--- src/rtl/rsd_pkg.sv ---
package rsd_pkg;

  // true when exactly one rate bit is set
  function automatic logic rate_legal(input logic [2:0] sel);
    return $countones(sel) == 1;
  endfunction

  // interval in blocks for a legal one-hot select; 0 when illegal
  function automatic int unsigned rate_interval(input logic [2:0] sel,
                                                input int unsigned fast_n,
                                                input int unsigned mid_n,
                                                input int unsigned slow_n);
    int unsigned lim;
    lim = 0;
    if (rate_legal(sel)) begin
      if (sel[0]) lim = fast_n;
      if (sel[1]) lim = mid_n;
      if (sel[2]) lim = slow_n;
    end
    return lim;
  endfunction

endpackage

--- src/rtl/rsd_rate_dec.sv ---
module rsd_rate_dec #(
  parameter int unsigned FAST_N = 1,
  parameter int unsigned MID_N  = 64,
  parameter int unsigned SLOW_N = 8192,
  parameter int unsigned CNT_W  = 14
) (
  input  logic [2:0]       sel_i,
  output logic [CNT_W-1:0] lim_o,
  output logic             err_o
);
  import rsd_pkg::*;

  always_comb begin
    err_o = !rate_legal(sel_i);
    lim_o = CNT_W'(rate_interval(sel_i, FAST_N, MID_N, SLOW_N));
  end
endmodule

--- src/rtl/rsd_blk_cnt.sv ---
module rsd_blk_cnt #(
  parameter int unsigned CNT_W = 14
) (
  input  logic             clk_i,
  input  logic             rst_ni,
  input  logic             clr_i,
  input  logic             inc_i,
  input  logic [CNT_W-1:0] lim_i,
  output logic [CNT_W-1:0] cnt_o,
  output logic             hit_o
);
  logic [CNT_W-1:0] cnt_q;
  logic [CNT_W-1:0] cnt_nx;

  assign cnt_nx = cnt_q + CNT_W'(1);
  assign hit_o  = inc_i && (cnt_nx == lim_i);
  assign cnt_o  = cnt_q;

  always_ff @(posedge clk_i or negedge rst_ni) begin
    if (!rst_ni)    cnt_q <= '0;
    else if (clr_i) cnt_q <= '0;
    else if (inc_i) cnt_q <= cnt_nx;
  end
endmodule

--- src/rtl/rsd_req_ctl.sv ---
module rsd_req_ctl (
  input  logic clk_i,
  input  logic rst_ni,
  input  logic set_i,
  input  logic ack_i,
  output logic req_o
);
  logic req_q;

  always_ff @(posedge clk_i or negedge rst_ni) begin
    if (!rst_ni) req_q <= 1'b0;
    else         req_q <= set_i | (req_q & ~ack_i);
  end

  assign req_o = req_q;
endmodule

--- src/rtl/reseed_sched.sv ---
module reseed_sched #(
  parameter int unsigned FAST_N = 1,
  parameter int unsigned MID_N  = 64,
  parameter int unsigned SLOW_N = 8192,
  localparam int unsigned CNT_W = $clog2(SLOW_N + 1)
) (
  input  logic       clk_i,
  input  logic       rst_ni,
  input  logic [2:0] rate_sel_i,
  input  logic       key_force_en_i,
  input  logic       blk_done_i,
  input  logic       key_full_i,
  input  logic       manual_rsd_i,
  input  logic       rsd_ack_i,
  output logic       rsd_req_o,
  output logic       busy_o,
  output logic       rate_err_o
);
  // named internal events
  logic [2:0]       rate_q;
  logic             rate_chg;
  logic [CNT_W-1:0] lim;
  logic [CNT_W-1:0] cnt;
  logic             hit;
  logic             blk_take;
  logic             key_trig;
  logic             rsd_done;
  logic             cnt_clr;
  logic             req_set;
  logic             req;

  always_ff @(posedge clk_i or negedge rst_ni) begin
    if (!rst_ni) rate_q <= 3'b001;
    else         rate_q <= rate_sel_i;
  end

  assign rate_chg = rate_sel_i != rate_q;

  rsd_rate_dec #(
    .FAST_N(FAST_N), .MID_N(MID_N), .SLOW_N(SLOW_N), .CNT_W(CNT_W)
  ) u_dec (
    .sel_i(rate_sel_i),
    .lim_o(lim),
    .err_o(rate_err_o)
  );

  assign blk_take = blk_done_i & ~req & ~rate_err_o & ~rate_chg;
  assign rsd_done = req & rsd_ack_i;
  assign cnt_clr  = rate_chg | rsd_done;
  assign key_trig = key_full_i & key_force_en_i;

  rsd_blk_cnt #(.CNT_W(CNT_W)) u_cnt (
    .clk_i (clk_i),
    .rst_ni(rst_ni),
    .clr_i (cnt_clr),
    .inc_i (blk_take),
    .lim_i (lim),
    .cnt_o (cnt),
    .hit_o (hit)
  );

  assign req_set = hit | manual_rsd_i | key_trig;

  rsd_req_ctl u_req (
    .clk_i (clk_i),
    .rst_ni(rst_ni),
    .set_i (req_set),
    .ack_i (rsd_ack_i),
    .req_o (req)
  );

  assign rsd_req_o = req;
  assign busy_o    = req;
endmodule

--- config.mk ---
export PLATFORM = sky130hd
export DESIGN_NAME = reseed_sched
export DESIGN_NICKNAME = d
export VERILOG_FILES = /design/src/rtl/rsd_pkg.sv /design/src/rtl/rsd_rate_dec.sv /design/src/rtl/rsd_blk_cnt.sv /design/src/rtl/rsd_req_ctl.sv /design/src/rtl/reseed_sched.sv
export SDC_FILE = /design/constraint.sdc
export NUM_CORES = 1
export LEC_CHECK = 0
export ABC_AREA = 1
export BUFFER_PORTS_ARGS = -buffer_cell sky130_fd_sc_hd__buf_2
export CORE_MARGIN = 2
export CORE_UTILIZATION = 35
export CTS_BUF_LIST = sky130_fd_sc_hd__clkbuf_4 sky130_fd_sc_hd__clkbuf_8
export DETAILED_ROUTE_END_ITERATION = 8
export GPL_ROUTABILITY_DRIVEN = 0
export GPL_TIMING_DRIVEN = 0
export PLACE_DENSITY = 0.56
export SLEW_MARGIN = 10
export SYNTH_ARGS = -nofsm -noshare
export SYNTH_HDL_FRONTEND = slang
export SYNTH_SLANG_ARGS = --single-unit
export TNS_END_PERCENT = 20
--- constraint.sdc ---
create_clock -name clk_i -period 1.9 [get_ports clk_i]
set_input_delay 0.19 -clock clk_i [delete_from_list [all_inputs] [get_ports clk_i]]
set_output_delay 0.19 -clock clk_i [all_outputs]
set_load 0.01 [all_outputs]
==> results_tabular.tex <==
\begin{tabular}{lr}
\hline
Metric & Value \\
\hline
\multicolumn{2}{l}{\textbf{Outcome}} \\
Outcome & finished, final reports clean \\
\multicolumn{2}{l}{\textbf{Drt}} \\
DR vias/cell & 4.765 \\
Post-route DRC violation count & 0 \\
First-pass iteration count of the detailed router & 4 \\
Total number of vias & 1134 \\
Post-Route WL & 2730 µm \\
DRC violation total after the first TritonRoute iteration & 32 \\
Number of antenna-violating nets in the routed design & 0 \\
Mean routed wirelength per cell & 11.47 µm \\
\multicolumn{2}{l}{\textbf{Pwr}} \\
Leakage power & 0.6390 nW \\
Peak supply drop & 0.2696 mV \\
Cell area power density & 515.2 nW/µm² \\
\multicolumn{2}{l}{\textbf{Floorplan}} \\
Floorplan row count & 21 \\
Die H & 62.25 µm \\
Starting utilization of the core area & 36.15\% \\
Die area & 3874 µm² \\
Die boundary width & 62.25 µm \\
Standard cell core area & 3284 µm² \\
Top-level I/O count & 13 \\
\multicolumn{2}{l}{\textbf{Placement}} \\
Number of I/O port buffers & 12 \\
Placed cell count & 232 \\
Setup Slack @ Placement & -0.2167 ns \\
HPWL reported at the end of detailed placement & 2098 µm \\
Dpl cell area & 1305 µm² \\
\multicolumn{2}{l}{\textbf{Clocking}} \\
Total clock buffers created by CTS & 3 \\
Buffer depth of the longest clock path & 2 \\
Number of H-tree levels & 1 \\
Clock latency reported for the late side of the worst-skew pair & 0.30 ns \\
Postcts setup bufs & 0 \\
Clock edge transition at the registers on the reported setup and hold paths & 0.12 ns \\
CTS tree & built \\
Number of clock sinks & 18 \\
Clock root buffer & sky130\_fd\_sc\_hd\_\_clkbuf\_4 \\
\multicolumn{2}{l}{\textbf{Timing}} \\
Setup-violating endpoint count in the final report & 0 \\
Final hold violations & 0 \\
Setup Skew & 0.009299 ns \\
Final period util & 89.10\% \\
Setup\_tns & 0 ns \\
Worst path setup slack after routing & 0.2071 ns \\
Final critical delay including setup and external delays & 1.693 ns \\
Maximum operating frequency & 0.5907 GHz \\
Worst Tran Pin Value & 0.4290 ns \\
Worst max-slew margin expressed relative to the limit & 71.40\% \\
Setup repair after global routing missed its margin & no \\
Slew Viols, Final & 0 \\
\multicolumn{2}{l}{\textbf{Critical path}} \\
Critical-path cell list & ha\_1 > nand3\_1 > nor2\_2 > nand2\_1 > o21ai\_0 > nand2\_1 > nor2\_1 > nand3\_1 > nand2\_1 \\
Most used cell along the critical path & sky130\_fd\_sc\_hd\_\_nand2\_1 \\
R2R Setup Slk & 0.21 ns \\
Crit Path Category & reg2reg \\
Launching element type of the critical path & register \\
Crit Path Max Fanout & 5 \\
Worst path slowest cell & sky130\_fd\_sc\_hd\_\_dfrtp\_2 \\
Slowest cell delay on critical path & 0.43 ns \\
Required time at the endpoint of the critical path & 2.15 ns \\
Endpoint kind of the worst setup timing path & register \\
Data arrival, critical path & 1.94 ns \\
\multicolumn{2}{l}{\textbf{Global route}} \\
Pin count of the biggest net entering global routing & 19 \\
Antenna violations before repair & 0 \\
Global route total overflow & 0 \\
Via count of the first global-routing pass & 1074 \\
Global-route wire length before repair & 4678 µm \\
Total global-route track usage & 15.08\% \\
\multicolumn{2}{l}{\textbf{Finish}} \\
Final net count & 205 \\
Ratio of cells with drive above 1 in the final layout & 14.06\% \\
Post-route standard cell area excluding fillers & 1368 µm² \\
Number of standard cells in the layout, taps in and fillers out & 238 \\
Most frequent cells in the layout & sky130\_fd\_sc\_hd\_\_nand2\_1, sky130\_fd\_sc\_hd\_\_inv\_1, sky130\_fd\_sc\_hd\_\_nor2\_1 \\
Fillers & 352 \\
Antenna cell count & 0 \\
Most common library cell in the layout ignoring fill and taps & sky130\_fd\_sc\_hd\_\_nand2\_1 \\
Area growth from synthesis to final layout & 15.17\% \\
\multicolumn{2}{l}{\textbf{Synth}} \\
Combined area of all synthesized cells & 1187 µm² \\
Cell count after synthesis & 174 \\
Number of storage elements in the synthesis netlist & 18 \\
Warning count from the yosys run & 0 \\
Syn Area/Cell & 6.824 µm² \\
Synthesized netlist net count & 186 \\
Count of cell types in the netlist & 23 \\
Fraction of the yosys area taken by sequential cells & 38.04\% \\
\multicolumn{2}{l}{\textbf{Min path}} \\
Class of the most critical hold timing path & in2reg \\
\multicolumn{2}{l}{\textbf{Flow run}} \\
Max Cap Viol & 0 \\
\hline
\end{tabular}
-- synthesized netlist by cell type --
master	n	area (µm²)
sky130_fd_sc_hd__nor2_2	2	12.51
sky130_fd_sc_hd__o21ai_0	14	70.07
sky130_fd_sc_hd__dfstp_2	1	26.28
sky130_fd_sc_hd__nor3_1	1	5.000
sky130_fd_sc_hd__nor2_4	1	11.26
sky130_fd_sc_hd__nand3_1	13	65.06
sky130_fd_sc_hd__buf_6	1	11.26
sky130_fd_sc_hd__nand4_1	5	31.28
sky130_fd_sc_hd__ha_1	1	12.51
sky130_fd_sc_hd__nor2_1	18	67.56
sky130_fd_sc_hd__fa_1	1	20.02
sky130_fd_sc_hd__o22ai_1	5	31.28
sky130_fd_sc_hd__dfrtp_1	17	425.4
sky130_fd_sc_hd__nand4_2	1	12.51
sky130_fd_sc_hd__nand3_2	1	10.01
sky130_fd_sc_hd__nand2_2	1	6.260
sky130_fd_sc_hd__nand3b_1	1	7.510
sky130_fd_sc_hd__nand2_1	56	210.2
sky130_fd_sc_hd__a221oi_1	1	8.760
sky130_fd_sc_hd__inv_1	29	108.9
sky130_fd_sc_hd__xor2_1	2	17.52
sky130_fd_sc_hd__buf_4	1	7.510
sky130_fd_sc_hd__xnor2_1	1	8.760
-- registers in the layout, summed over array words and instances, names as in the netlist --
signal       count
u_cnt.cnt_o     14
rate_q           3
u_req.req_o      1
-- through the flow --
stage                power, W  hold WS, ns  util [%]
global route        0.0007467      0.01255     41.64
detailed placement  0.0004832       0.1574     39.73
floorplan           0.0004475      -0.1056         -
global placement    0.0004819       0.1609     39.73
finish              0.0007045      0.03190     41.64
CTS                 0.0007107      0.02182     41.26
-- power by group --
group / switching [W] / internal [W] / total [W]
Combinational: 0.0000551 / 0.0000343 / 0.0000894
Sequential: 0.00000369 / 0.000389 / 0.000392
Clock: 0.000127 / 0.0000960 / 0.000223
Total: 0.000186 / 0.000519 / 0.000705
-- final cells by class --
cell class / count / area, µm² / area share (%)
Multi-Input combinational cell: 125 / 619.3 / 45.29
Tap cell: 46 / 57.56 / 4.209
Sequential cell: 18 / 452.9 / 33.12
Inverter: 29 / 108.9 / 7.960
Buffer: 2 / 18.77 / 1.372
Timing Repair Buffer: 14 / 80.08 / 5.855
Clock buffer: 4 / 30.03 / 2.196
-- path summary, 6_finish.rpt --
path                                    to  depth (start not counted)             from
max in group asynchronous        rate_q[0]                          2           rst_ni
max reg2reg                    u_req.req_o                          9   u_cnt.cnt_o[0]
max                            u_req.req_o                          9   u_cnt.cnt_o[0]
min reg2reg                u_cnt.cnt_o[13]                          2  u_cnt.cnt_o[13]
min in group asynchronous  u_cnt.cnt_o[12]                          2           rst_ni
min                              rate_q[2]                          1    rate_sel_i[2]
-- worst max-delay path, delay by kind of cell (launching register included) --
family	cells	cell delay, ns
fa+ha+maj	1	0.21
compound gates	1	0.17
flops	1	0.43
simple gates	7	0.84
-- kinds of logic after synthesis --
| logic type | count (synthesis) | share of synthesized area [%] |
|---|---|---|
| adders and majority gates | 2 | 2.740 |
| buffers and inverters | 31 | 10.75 |
| and+or+nand+nor | 100 | 36.99 |
| xor gates and xnor gates | 3 | 2.213 |
| DFF | 18 | 38.04 |
| AOI/OAI and AO/OA | 20 | 9.273 |
-- layer usage --
metal	wire (µm)	track usage, %	up-vias
li1	-	-	591
met1	1347	19.01	516
met2	1272	26.22	23
met3	79	1.630	4
met4	31	6.389	0
met5	0	0	-
-- what timing repair did --
action | CTS | global route
endpoints found under the setup margin | 0 | 15
hold buffers | 2 | 0
endpoints found under the hold margin | 18 | 0
resized for setup | 0 | 3
Note: power is estimated with default switching activity, not from simulation.
